## src/rtl/cfg_out_sel_pkg.sv

```systemverilog
package cfg_out_sel_pkg;
    localparam int NWORDS = 4;

    typedef enum logic [2:0] {
        SRC_W0   = 3'd0,
        SRC_W1   = 3'd1,
        SRC_W2   = 3'd2,
        SRC_W3   = 3'd3,
        SRC_PINS = 3'd4,
        SRC_AUTO = 3'd5
    } src_e;

    typedef enum logic {
        ST_IDLE   = 1'b0,
        ST_REJECT = 1'b1
    } ctl_state_e;
endpackage

```

## src/rtl/cfg_out_sel_sync.sv

```systemverilog
module cfg_out_sel_sync #(
    parameter int W      = 1,
    parameter int STAGES = 2
) (
    input  logic         clk,
    input  logic         rst_n,
    input  logic [W-1:0] async_i,
    output logic [W-1:0] sync_o
);
    logic [W-1:0] stage_q [STAGES];

    genvar s;
    generate
        for (s = 0; s < STAGES; s++) begin : g_stage
            always_ff @(posedge clk or negedge rst_n) begin
                if (!rst_n) begin
                    stage_q[s] <= '0;
                end else if (s == 0) begin
                    stage_q[s] <= async_i;
                end else begin
                    stage_q[s] <= stage_q[(s == 0) ? 0 : s - 1];
                end
            end
        end
    endgenerate

    assign sync_o = stage_q[STAGES-1];
endmodule

```

## src/rtl/cfg_out_sel_decode.sv

```systemverilog
module cfg_out_sel_decode
    import cfg_out_sel_pkg::*;
(
    input  logic [7:0] byte_i,
    output logic       valid_o,
    output src_e       src_o
);
    localparam logic [4:0] PREFIX = 5'b11111;

    always_comb begin
        valid_o = 1'b0;
        src_o   = SRC_AUTO;
        if (byte_i[7:3] == PREFIX) begin
            valid_o = 1'b1;
            unique case (byte_i[2:0])
                3'b000: src_o = SRC_W0;
                3'b100: src_o = SRC_W1;
                3'b001: src_o = SRC_W2;
                3'b101: src_o = SRC_W3;
                3'b010,
                3'b110: src_o = SRC_PINS;
                3'b011: src_o = SRC_AUTO;
                default: valid_o = 1'b0;
            endcase
        end
    end
endmodule

```

## src/rtl/cfg_out_sel_fsm.sv

```systemverilog
module cfg_out_sel_fsm
    import cfg_out_sel_pkg::*;
(
    input  logic clk,
    input  logic rst_n,
    input  logic cmd_stb_i,
    input  logic cmd_ok_i,
    input  src_e cmd_src_i,
    input  logic dat_stb_i,
    input  logic txn_end_i,
    output src_e sel_o,
    output logic ack_o,
    output logic nack_o
);
    ctl_state_e state_q, state_d;

    always_ff @(posedge clk or negedge rst_n) begin
        if (!rst_n) state_q <= ST_IDLE;
        else        state_q <= state_d;
    end

    always_comb begin
        state_d = state_q;
        unique case (state_q)
            ST_IDLE: begin
                if (cmd_stb_i && cmd_ok_i) state_d = ST_REJECT;
            end
            ST_REJECT: begin
                if (txn_end_i)                     state_d = ST_IDLE;
                else if (cmd_stb_i && !cmd_ok_i)   state_d = ST_IDLE;
            end
            default: state_d = ST_IDLE;
        endcase
    end

    always_ff @(posedge clk or negedge rst_n) begin
        if (!rst_n) begin
            sel_o  <= SRC_AUTO;
            ack_o  <= 1'b0;
            nack_o <= 1'b0;
        end else begin
            ack_o  <= cmd_stb_i && cmd_ok_i;
            nack_o <= dat_stb_i && !cmd_stb_i && (state_q == ST_REJECT);
            if (cmd_stb_i && cmd_ok_i) sel_o <= cmd_src_i;
        end
    end
endmodule

```

## src/rtl/cfg_out_sel.sv

```systemverilog
module cfg_out_sel
    import cfg_out_sel_pkg::*;
#(
    parameter int DW          = 6,
    parameter int SYNC_STAGES = 2
) (
    input  logic                 clk,
    input  logic                 rst_n,
    input  logic                 cmd_stb_i,
    input  logic [7:0]           cmd_byte_i,
    input  logic                 dat_stb_i,
    input  logic                 txn_end_i,
    input  logic [NWORDS*DW-1:0] nv_regs_i,
    input  logic [DW-1:0]        ext_pins_i,
    input  logic                 ext_sel_i,
    output logic [DW-1:0]        drive_n_o,
    output logic [2:0]           sel_state_o,
    output logic                 ack_o,
    output logic                 nack_o
);
    localparam int SW = DW + 1;

    logic [DW-1:0] word [NWORDS];
    logic [SW-1:0] sync_out;
    logic [DW-1:0] pins_s;
    logic          sel_s;
    logic          cmd_ok;
    src_e          cmd_src;
    src_e          sel;
    logic [DW-1:0] out_d, out_q;

    genvar k;
    generate
        for (k = 0; k < NWORDS; k++) begin : g_word
            assign word[k] = nv_regs_i[k*DW +: DW];
        end
    endgenerate

    cfg_out_sel_sync #(.W(SW), .STAGES(SYNC_STAGES)) u_sync (
        .clk     (clk),
        .rst_n   (rst_n),
        .async_i ({ext_sel_i, ext_pins_i}),
        .sync_o  (sync_out)
    );
    assign pins_s = sync_out[DW-1:0];
    assign sel_s  = sync_out[DW];

    cfg_out_sel_decode u_dec (
        .byte_i  (cmd_byte_i),
        .valid_o (cmd_ok),
        .src_o   (cmd_src)
    );

    cfg_out_sel_fsm u_fsm (
        .clk       (clk),
        .rst_n     (rst_n),
        .cmd_stb_i (cmd_stb_i),
        .cmd_ok_i  (cmd_ok),
        .cmd_src_i (cmd_src),
        .dat_stb_i (dat_stb_i),
        .txn_end_i (txn_end_i),
        .sel_o     (sel),
        .ack_o     (ack_o),
        .nack_o    (nack_o)
    );

    always_comb begin
        unique case (sel)
            SRC_W0:   out_d = word[0];
            SRC_W1:   out_d = word[1];
            SRC_W2:   out_d = word[2];
            SRC_W3:   out_d = word[3];
            SRC_PINS: out_d = pins_s;
            default:  out_d = sel_s ? word[0] : pins_s;
        endcase
    end

    always_ff @(posedge clk or negedge rst_n) begin
        if (!rst_n) out_q <= '1;
        else        out_q <= out_d;
    end

    assign drive_n_o   = out_q;
    assign sel_state_o = sel;
endmodule

```

## config.mk

```make
export PLATFORM = sky130hd
export DESIGN_NAME = cfg_out_sel
export DESIGN_NICKNAME = d
export VERILOG_FILES = /design/src/rtl/cfg_out_sel_pkg.sv /design/src/rtl/cfg_out_sel_sync.sv /design/src/rtl/cfg_out_sel_decode.sv /design/src/rtl/cfg_out_sel_fsm.sv /design/src/rtl/cfg_out_sel.sv
export SDC_FILE = /design/constraint.sdc
export NUM_CORES = 1
export LEC_CHECK = 0
export ABC_AREA = 0
export BUFFER_PORTS_ARGS = -buffer_cell sky130_fd_sc_hd__buf_2
export CORE_MARGIN = 2
export CORE_UTILIZATION = 47
export DETAILED_ROUTE_END_ITERATION = 16
export PLACE_DENSITY = 0.82
export SLEW_MARGIN = 30
export SYNTH_ARGS = -nofsm -noshare
export SYNTH_HDL_FRONTEND = slang
export SYNTH_SLANG_ARGS = --single-unit
```

## constraint.sdc

```tcl
create_clock -name clk -period 3.4 [get_ports clk]
set_input_delay 0.34 -clock clk [delete_from_list [all_inputs] [get_ports clk]]
set_output_delay 0.34 -clock clk [all_outputs]
set_load 0.02 [all_outputs]
```

==> impl_metrics.csv, run 1 <==
group,metric,value,unit
logic_synthesis,ys_types,29,
critical_path,worstSetupPathDepth,1,
power,p_int,564,µW
logic_synthesis,synthesis.nets,119,
logic_synthesis,yosys_register_bits,26,
clock_tree,cts_hold_buf,1,
sta,min_period_over_period,48.0,%
sta,clock_skew,0.0157,ns
die,initial_core_util,49.4,%
logic_synthesis,synth_top_family_by_area,"multiplexers",
power,swShare,27.0,%
global_routing,grt_pass1_vias,741,
die,io_pins,55,
routing,drc,0,
critical_path,path_cells,"buf_2",
logic_synthesis,avgSynthCellArea,14.6,µm²
power,clockPowerShare,26.8,%
logic_synthesis,seq_area_frac_synth,60.5,%
place,gp_congestion,0.770,
logic_synthesis,yosys_warnings,0,
logic_synthesis,synth_area_leaders,"dfrtp_1 41%, dfstp_2 19%, mux4_2 6.2%",
critical_path,crit_buf_inv,1,
sta,hold_violations,0,
logic_synthesis,synth_most_common_cell,"dfrtp_1",
cells_and_area,antenna_cells,0,
logic_synthesis,synth_ff_type,"dfrtp_1",
sta,whs,0.110,ns
power,seqPwrFrac,50.4,%
routing,drt_iter0_drc,2,
critical_path,crit_path_max_fanout,13,
outcome,status,"complete, no violations",
logic_synthesis,synth-simple-area-share,7.33,%
die,fp.coreArea,2210,µm²
global_routing,grt_overflow,0,
critical_path,cp-start-kind,"flip-flop",
logic_synthesis,muxShareOfSynthArea,17.6,%
power,powerDensity,539,nW/µm²
clock_tree,clockBufferDepth,2,
clock_tree,cts.sinks,26,
logic_synthesis,synth_area,1090,µm²
logic_synthesis,synth_fa_ha_area_share,0,%
sta,finalSetupTns,0,ns
routing,dr.pass1.iters,4,
global_routing,antenna_found_initial,0,
critical_path,critPathLaunch,"u_fsm.sel_o[1]",
die,die_x,52.2,µm
critical_path,crit_end,"sel_state_o[1]",
sta,clock.fmax,613,MHz
place,dp_hpwl,1.62,mm
critical_path,slowest_delay,0.71,ns
power,ir_worst_vdd,329,µV
critical_path,end_kind,"output pin",
global_routing,track_usage,16.0,%
logic_synthesis,netlist_top_cells_count,"18 x dfrtp_1, 8 x dfstp_2, 7 x nand2_1",
critical_path,r2r-end,"drive_n_o[3]",
power,p_switching,208,µW
logic_synthesis,synth_edf_count,0,
clock_tree,cts_made_buffers,3,
cells_and_area,n_fill_cell,175,
die,die_area,2730,µm²
cells_and_area,fin_nets,176,
sta,max_slew_margin,63.8,%
cells_and_area,drive_gt1_share,55.0,%
clock_tree,post-cts-setup-buffers,0,
sta,rsz0062_at_grt,"false",
clock_tree,clockRootBuffer,"clkbuf_4",
global_routing,grt_start_max_net_pins,27,
sta,finalSetupViolations,0,
power,combPwrFrac,22.8,%
clock_tree,cts_tree,"done",
critical_path,path_delay_family,"flip-flops",
critical_path,r2r_cells,3,
hold_path,hp-class,"in2reg",
die,rows,17,
routing,vias_per_cell,5.06,
place,io_buffer_count,54,
cells_and_area,area_growth,31.2,%
routing,num_vias,804,
critical_path,critPathSlowestCell,"dfrtp_1",
power,p_leak,0.000698,µW
place,pre_cts_ws,1.84,ns
logic_synthesis,yosysTopAreaCellShare,41.2,%
routing,routedWlPerCell,12.7,µm
sta,timing.final.crit_period,1.63,ns
clock_tree,clk_latency,0.32,ns
critical_path,cp.arrival,1.29,ns
routing,antenna_left,0,
critical_path,ff2ff_setup_slack,1.86,ns
global_routing,grt_pass1_wl,3.04,mm
clock_tree,cts_resized,0,
critical_path,r2r-start,"u_fsm.sel_o[1]",
clock_tree,path_clk_slew,0.14,ns
logic_synthesis,async_flop_share,100,%
critical_path,required,3.06,ns
logic_synthesis,yosys.area.top_type,"dfrtp_1",
sta,tightest_slew,0.543,ns
sta,slew_viol_final,0,
sta,worst_slack,1.77,ns
critical_path,criticalPathCategory,"reg2out",
logic_synthesis,synth-compound-area-share,11.7,%
clock_tree,htreeDepth,1,
logic_synthesis,yosys.area_share.xor_xnor,0,%
job,timing.max_cap.violations,0,
die,fp.dieH,52.2,µm
logic_synthesis,synth_cells,75,
routing,routed_wirelength,2.02,mm
## worst min path at each step
stage / cells past startpoint / endpoint / slack [ns] / from
4_1_cts: 1 / u_sync.stage_q[10] / 0.10 / ext_pins_i[3]
5_1_grt: 1 / u_sync.stage_q[10] / 0.09 / ext_pins_i[3]
2_1_floorplan: 0 / u_fsm.ack_o / 0.04 / rst_n
3_3_place_gp: 0 / u_sync.sync_o[5] / 0.33 / u_sync.stage_q[12]
6_report: 1 / u_sync.stage_q[10] / 0.11 / ext_pins_i[3]
3_5_place_dp: 0 / u_sync.sync_o[0] / 0.33 / u_sync.stage_q[7]
## logic make-up after synthesis
group                  count (synthesis)
AOI/OAI and AO/OA                     17
buffers and inverters                  4
muxes                                 12
and+or+nand+nor                       16
DFF                                   26
## layer usage
metal | routed length, µm | global-route usage (%)
met1 | 783 | 17.9
met2 | 1100 | 27.8
met3 | 106 | 3.71
met4 | 27 | 8.97
met5 | 0 | 0
## power by group through the flow
stage	clock network (µW)	registers [µW]	logic [µW]
floorplan	0	417	96.8
global placement	0	394	172
detailed placement	0	396	177
CTS	214	390	178
global route	226	396	192
finish	207	389	176
## cell usage in the layout (no fill, tap or decap), drive strengths merged
master       instances
a211o                1
a41oi                1
mux2i                5
inv                  1
a21oi                1
clkbuf               3
bufinv               1
dfrtp               18
nand3b               2
a311oi               1
mux2                 2
nand2                7
buf                 54
nor2b                2
mux4                 5
nand3                1
dlygate4sd3          1
nor2                 1
a21o                 1
dfstp                8
and2                 1
a2bb2oi              1
a211oi               2
nand4                1
o32a                 1
nor3                 1
a22o                 1
o21ai                7
## registers in the layout (all words and copies together), names as in the netlist
signal / flops
u_sync.stage_q: 7
u_sync.sync_o: 7
drive_n_o: 6
u_fsm.sel_o: 3
u_fsm.ack_o: 1
u_fsm.nack_o: 1
u_fsm.state_q: 1
## through the flow
stage | cell area (µm²) | util, % | power (µW) | cells
after CTS | 1430 | 64.8 | 782 | 159
after global routing | 1430 | 64.8 | 813 | 159
final | 1430 | 64.8 | 773 | 159
after global placement | 1370 | 61.9 | 566 | 154
after detailed placement | 1370 | 61.9 | 573 | 154
after floorplan | 1090 | - | 513 | 75
## layout make-up
cell class / instances / area (µm²) / area share [%]
multi-input cells: 45 / 400 / 27.9
repair buffers: 55 / 280 / 19.6
well taps: 28 / 35.0 / 2.45
flip-flops and latches: 26 / 661 / 46.1
clock inverters: 1 / 30.0 / 2.10
clock buffers: 3 / 22.5 / 1.57
inverters: 1 / 3.75 / 0.262
Note: power is estimated with default switching activity, not from simulation.
==> inputs of run 2 (changes only) <==
--- a/config.mk
+++ b/config.mk
@@ -5,12 +5,12 @@
 export SDC_FILE = /design/constraint.sdc
 export NUM_CORES = 1
 export LEC_CHECK = 0
-export ABC_AREA = 0
+export ABC_AREA = 1
 export BUFFER_PORTS_ARGS = -buffer_cell sky130_fd_sc_hd__buf_2
 export CORE_MARGIN = 2
-export CORE_UTILIZATION = 47
+export CORE_UTILIZATION = 46
 export DETAILED_ROUTE_END_ITERATION = 16
-export PLACE_DENSITY = 0.82
+export PLACE_DENSITY = 0.78
 export SLEW_MARGIN = 30
 export SYNTH_ARGS = -nofsm -noshare
 export SYNTH_HDL_FRONTEND = slang
==> constraint.sdc (replaced) <==
create_clock -name clk -period 1.65 [get_ports clk]
set_input_delay 0.165 -clock clk [delete_from_list [all_inputs] [get_ports clk]]
set_output_delay 0.165 -clock clk [all_outputs]
set_load 0.02 [all_outputs]
==> run 2 against run 1 <==
Clock skew fell by 0.0010 ns. Final cell count rose by 47%. Die area rose by 15%. Synthesized area rose by 14%. Combinational power rose to 2.9 times the previous value. Critical endpoint unchanged. Largest cell class unchanged. Highest routed layer unchanged.
==> impl_metrics.csv, run 2 <==
group,metric,value,unit
logic_synthesis,synth_cells,143,
global_routing,grtUsageMet1,25.2,%
die,die_area,3130,µm²
critical_path,end_kind,"output pin",
logic_synthesis,yosys.area.top_type,"dfrtp_1",
critical_path,cp-start-kind,"flip-flop",
logic_synthesis,ys_types,18,
global_routing,use_met2,31.3,%
logic_synthesis,synth_area_leaders,"dfrtp_1 36%, dfstp_2 17%, nand2_1 12%",
logic_synthesis,yosys_warnings,0,
place,dp_hpwl,2.10,mm
logic_synthesis,synth_most_common_cell,"nand2_1",
routing,drc,0,
clock_tree,htreeDepth,1,
critical_path,required,1.48,ns
clock_tree,post-cts-setup-buffers,0,
clock_tree,clockBufferDepth,2,
logic_synthesis,synth_ff_type,"dfrtp_1",
global_routing,grt_overflow,0,
routing,routedWlPerCell,12.7,µm
sta,slew_viol_final,0,
die,initial_core_util,49.2,%
place,pre_cts_ws,0.303,ns
sta,hold_violations,0,
logic_synthesis,yosys_register_bits,26,
critical_path,cp.arrival,1.39,ns
sta,min_period_over_period,94.3,%
die,rows,18,
routing,drt_iter0_drc,77,
cells_and_area,n_fill_cell,214,
hold_path,hp-class,"in2reg",
sta,worst_slack,0.0934,ns
cells_and_area,final_util,64.4,%
place,gp_congestion,0.846,
logic_synthesis,avgSynthCellArea,8.68,µm²
global_routing,grt_pass1_wl,4.69,mm
critical_path,criticalPathCategory,"reg2out",
global_routing,grt_pass1_vias,1084,
sta,tightest_slew,0.565,ns
routing,routed_wirelength,2.97,mm
die,die_x,55.9,µm
clock_tree,cts.sinks,26,
cells_and_area,layout_common_cells,"54 x buf_2, 39 x nand2_1, 20 x nand3_1",
clock_tree,clk_latency,0.33,ns
logic_synthesis,async_flop_share,100,%
logic_synthesis,yosysTopAreaCellShare,36.3,%
cells_and_area,antenna_cells,0,
routing,dr.pass1.iters,5,
routing,antenna_left,0,
global_routing,grt.met3_usage,3.95,%
critical_path,crit_path_max_fanout,13,
clock_tree,cts_tree,"done",
cells_and_area,regArea,661,µm²
sta,clock_skew,0.0147,ns
cells_and_area,multi_input_area,463,µm²
sta,clock.fmax,642,MHz
global_routing,antenna_found_initial,0,
die,fp.coreArea,2520,µm²
logic_synthesis,synth_area,1240,µm²
cells_and_area,final_common_cell,"buf_2",
die,io_pins,55,
logic_synthesis,seq_area_frac_synth,53.2,%
sta,max_slew_margin,62.3,%
clock_tree,cts_made_buffers,3,
die,fp.dieH,55.9,µm
power,p_leak,0.000886,µW
cells_and_area,drive_gt1_share,36.0,%
outcome,status,"complete, no violations",
clock_tree,cts_hold_buf,8,
power,powerDensity,1120,nW/µm²
routing,vias_per_cell,5.26,
logic_synthesis,netlist_top_cells_count,"39 x nand2_1, 20 x nand3_1, 18 x dfrtp_1",
logic_synthesis,synthesis.nets,187,
clock_tree,clockRootBuffer,"clkbuf_4",
cells_and_area,fin_nets,248,
clock_tree,cts_resized,0,
sta,timing.final.crit_period,1.56,ns
global_routing,top_usage_layer,"met2",
place,io_buffer_count,54,
sta,finalSetupViolations,0,
global_routing,grt_start_max_net_pins,27,
cells_and_area,area_growth,30.9,%
sta,rsz0062_at_grt,"false",
job,timing.max_cap.violations,0,
clock_tree,path_clk_slew,0.13,ns
power,ir_worst_vdd,838,µV
global_routing,track_usage,19.2,%
logic_synthesis,synth_edf_count,0,
routing,num_vias,1225,
sta,finalSetupTns,0,ns
==> run 2: cell types whose count changed after synthesis, sizes merged, moves of 5 or more <==
| cell | delta |
|---|---|
| inv | +12 |
| mux2i | -5 |
| mux4 | -5 |
| nand2 | +32 |
| nand3 | +19 |
| nand4 | +11 |
| nor2 | +16 |
==> run 2: report_power, final <==
| part | total (µW) | switching, µW | leakage (µW) | internal, µW |
|---|---|---|---|---|
| Combinational | 515 | 320 | 0.000555 | 195 |
| Sequential | 878 | 107 | 0.000302 | 771 |
| Clock | 434 | 188 | 0.0000279 | 246 |
==> run 2: per-layer routing <==
metal  part of all wire, %  vias to the layer above
met1                    41                      567
met5                     0                        -
met3                   7.6                        9
met2                    49                       60
li1                      -                      589
met4                   2.2                        0
==> run 2: per-stage QoR <==
| step | cells | hold WS [ns] | instance area, µm² | power (µW) |
|---|---|---|---|---|
| 6_report | 233 | 0.0334 | 1630 | 1830 |
| 4_1_cts | 233 | 0.0243 | 1630 | 1840 |
| 2_1_floorplan | 143 | -0.131 | 1240 | 1240 |
| 3_5_place_dp | 221 | 0.187 | 1490 | 1380 |
| 3_3_place_gp | 221 | 0.176 | 1490 | 1370 |
| 5_1_grt | 233 | 0.0249 | 1630 | 1920 |
==> run 2: cell type report <==
type / count / share of cell area [%]
Clock inverter: 1 / 1.85
Inverter: 13 / 3.31
Sequential cell: 26 / 40.6
Clock buffer: 3 / 1.39
Multi-Input combinational cell: 97 / 28.5
Tap cell: 30 / 2.31
Timing Repair Buffer: 63 / 22.0
==> run 2: cell families (layout without fill, tap and decap cells) <==
family	count (synthesis)	after routing	share of synthesized area, %
simple gates	89	89	33.9
flops	26	26	53.2
buf+inv	20	80	9.47
compound gates	8	8	3.43
==> run 2: worst paths after layout <==
kind	startpoint	end	slack [ns]	cells after the start
setup / recovery	u_fsm.sel_o[1]	sel_state_o[1]	0.09	2
hold / removal	txn_end_i	u_fsm.state_q	0.03	2
setup reg to reg	u_fsm.sel_o[1]	drive_n_o[1]	0.27	5
hold reg to reg	u_sync.stage_q[10]	u_sync.sync_o[3]	0.36	0
max in group asynchronous	rst_n	drive_n_o[5]	0.91	2
min in group asynchronous	rst_n	u_sync.stage_q[8]	0.35	2
==> run 2: worst max-delay path, stage by stage (launching register included) <==
cell,delay [ns]
dfrtp_1,0.68
buf_4,0.23
buf_2,0.17
==> inputs of run 3 (changes only) <==
--- a/config.mk
+++ b/config.mk
@@ -9,6 +9,7 @@
 export BUFFER_PORTS_ARGS = -buffer_cell sky130_fd_sc_hd__buf_2
 export CORE_MARGIN = 2
 export CORE_UTILIZATION = 46
+export CTS_BUF_LIST = sky130_fd_sc_hd__clkbuf_16
 export DETAILED_ROUTE_END_ITERATION = 16
 export PLACE_DENSITY = 0.78
 export SLEW_MARGIN = 30
==> run 3 against run 2 <==
Setup slack improved by 0.072 ns. Final cell count decreased by 3.0%. Count of clock-buffer cells in the layout unchanged. Largest power group unchanged. First-iteration DRC count decreased by 47%. Highest routed layer unchanged. Non-clock buffer count decreased by 7. Critical path depth unchanged. Clock power increased by 61%. Sequential share of layout area increased by 0.44 points.
==> impl_metrics.csv, run 3 (synthesis results as in run 2) <==
group,metric,value,unit
outcome,status,"complete, no violations",
cells_and_area,final_common_cell,"buf_2",
cells_and_area,final_area,1610,µm²
die,die_area,3130,µm²
sta,finalSetupViolations,0,
clock_tree,clockBufferDepth,2,
clock_tree,path_clk_slew,0.07,ns
global_routing,grt_start_max_net_pins,27,
routing,wl_met2,1.38,mm
routing,drt_iter0_drc,41,
routing,met1Wirelength,1.24,mm
critical_path,cp-start-kind,"flip-flop",
global_routing,grt_pass1_vias,1066,
sta,rsz0062_at_grt,"false",
clock_tree,clk_latency,0.26,ns
cells_and_area,layout_common_cells,"54 x buf_2, 39 x nand2_1, 20 x nand3_1",
routing,drc,0,
sta,hold_violations,0,
global_routing,grt_overflow,0,
sta,tightest_slew,0.565,ns
cells_and_area,antenna_cells,0,
die,initial_core_util,49.2,%
power,p_leak,0.000879,µW
sta,clock.fmax,673,MHz
clock_tree,cts_resized,0,
cells_and_area,area_growth,29.5,%
routing,dr.pass1.iters,6,
place,gp_congestion,0.846,
critical_path,r2r_cells,5,
cells_and_area,finalNonFillerCells,226,
routing,num_vias,1209,
die,die_x,55.9,µm
cells_and_area,fin_nets,241,
die,fp.coreArea,2520,µm²
cells_and_area,drive_gt1_share,37.2,%
routing,routed_wirelength,2.92,mm
clock_tree,cts_tree,"done",
clock_tree,clockRootBuffer,"clkbuf_16",
sta,timing.final.crit_period,1.48,ns
sta,max_slew_margin,62.3,%
power,ir_worst_vdd,874,µV
clock_tree,htreeDepth,1,
place,io_buffer_count,54,
clock_tree,cts_made_buffers,3,
global_routing,track_usage,19.3,%
die,io_pins,55,
routing,antenna_left,0,
critical_path,end_kind,"output pin",
global_routing,antenna_found_initial,0,
clock_tree,cts.sinks,26,
place,place_inst,221,
sta,min_period_over_period,90.0,%
critical_path,ff2ff_setup_slack,0.26,ns
job,timing.max_cap.violations,0,
die,fp.dieH,55.9,µm
sta,clock_skew,0.00329,ns
routing,highest_layer,"met4",
power,powerDensity,1290,nW/µm²
cells_and_area,n_fill_cell,205,
routing,route.met3.wl,230,µm
hold_path,hp-class,"in2reg",
critical_path,crit_path_max_fanout,13,
critical_path,criticalPathCategory,"reg2out",
place,dpl_cell_area,1490,µm²
die,rows,18,
sta,slew_viol_final,0,
hold_path,hold-path-cell-count,1,
power,total_power,2080,µW
place,dp_hpwl,2.10,mm
clock_tree,post-cts-setup-buffers,0,
routing,vias_per_cell,5.35,
global_routing,grt_pass1_wl,4.69,mm
critical_path,cp.arrival,1.32,ns
sta,finalSetupTns,0,ns
critical_path,required,1.48,ns
clock_tree,cts_hold_buf,1,
routing,routedWlPerCell,12.9,µm
==> run 3: cell types whose count changed in the layout (fill, tap and decap cells not counted), sizes merged <==
cell	before	now
dlygate4sd3	8	1
==> run 3: where the power goes <==
group / total, µW / leakage, µW / internal [µW] / switching, µW
registers: 878 / 0.000302 / 772 / 106
clock network: 699 / 0.0000511 / 483 / 216
logic: 501 / 0.000526 / 184 / 317
total: 2080 / 0.000879 / 1440 / 639
==> run 3: metrics by stage <==
stage | hold WS (ns) | setup slack, ns | util (%)
final | 0.00588 | 0.165 | 63.7
after global routing | 0.000645 | 0.129 | 63.7
after CTS | 0.00435 | 0.187 | 63.7
after detailed placement | 0.187 | 0.303 | 59.2
after global placement | 0.176 | 0.352 | 59.2
after floorplan | -0.131 | 0.409 | -
==> run 3: worst paths after layout <==
check / to / start
setup / recovery: sel_state_o[1] / u_fsm.sel_o[1]
hold / removal: u_sync.stage_q[13] / ext_sel_i
setup reg to reg: drive_n_o[1] / u_fsm.sel_o[1]
hold reg to reg: u_sync.sync_o[3] / u_sync.stage_q[10]
max in group asynchronous: drive_n_o[5] / rst_n
min in group asynchronous: u_fsm.state_q / rst_n
==> run 3: cell type report <==
type,count,area (µm²),share of cell area [%]
Clock buffer,3,75.1,4.67
Clock inverter,1,30.0,1.87
Inverter,13,53.8,3.35
Multi-Input combinational cell,97,463,28.8
Sequential cell,26,661,41.1
Tap cell,30,37.5,2.33
Timing Repair Buffer,56,288,17.9
==> run 3: worst max-delay path, stage by stage (launching register included) <==
cell	delay [ns]
dfrtp_1	0.66
buf_4	0.23
buf_2	0.17
==> run 3: layer usage <==
layer,GRT usage (%),up-vias
li1,-,572
met1,25.0,563
met2,31.0,65
met3,4.88,9
met4,7.82,0
met5,0,-
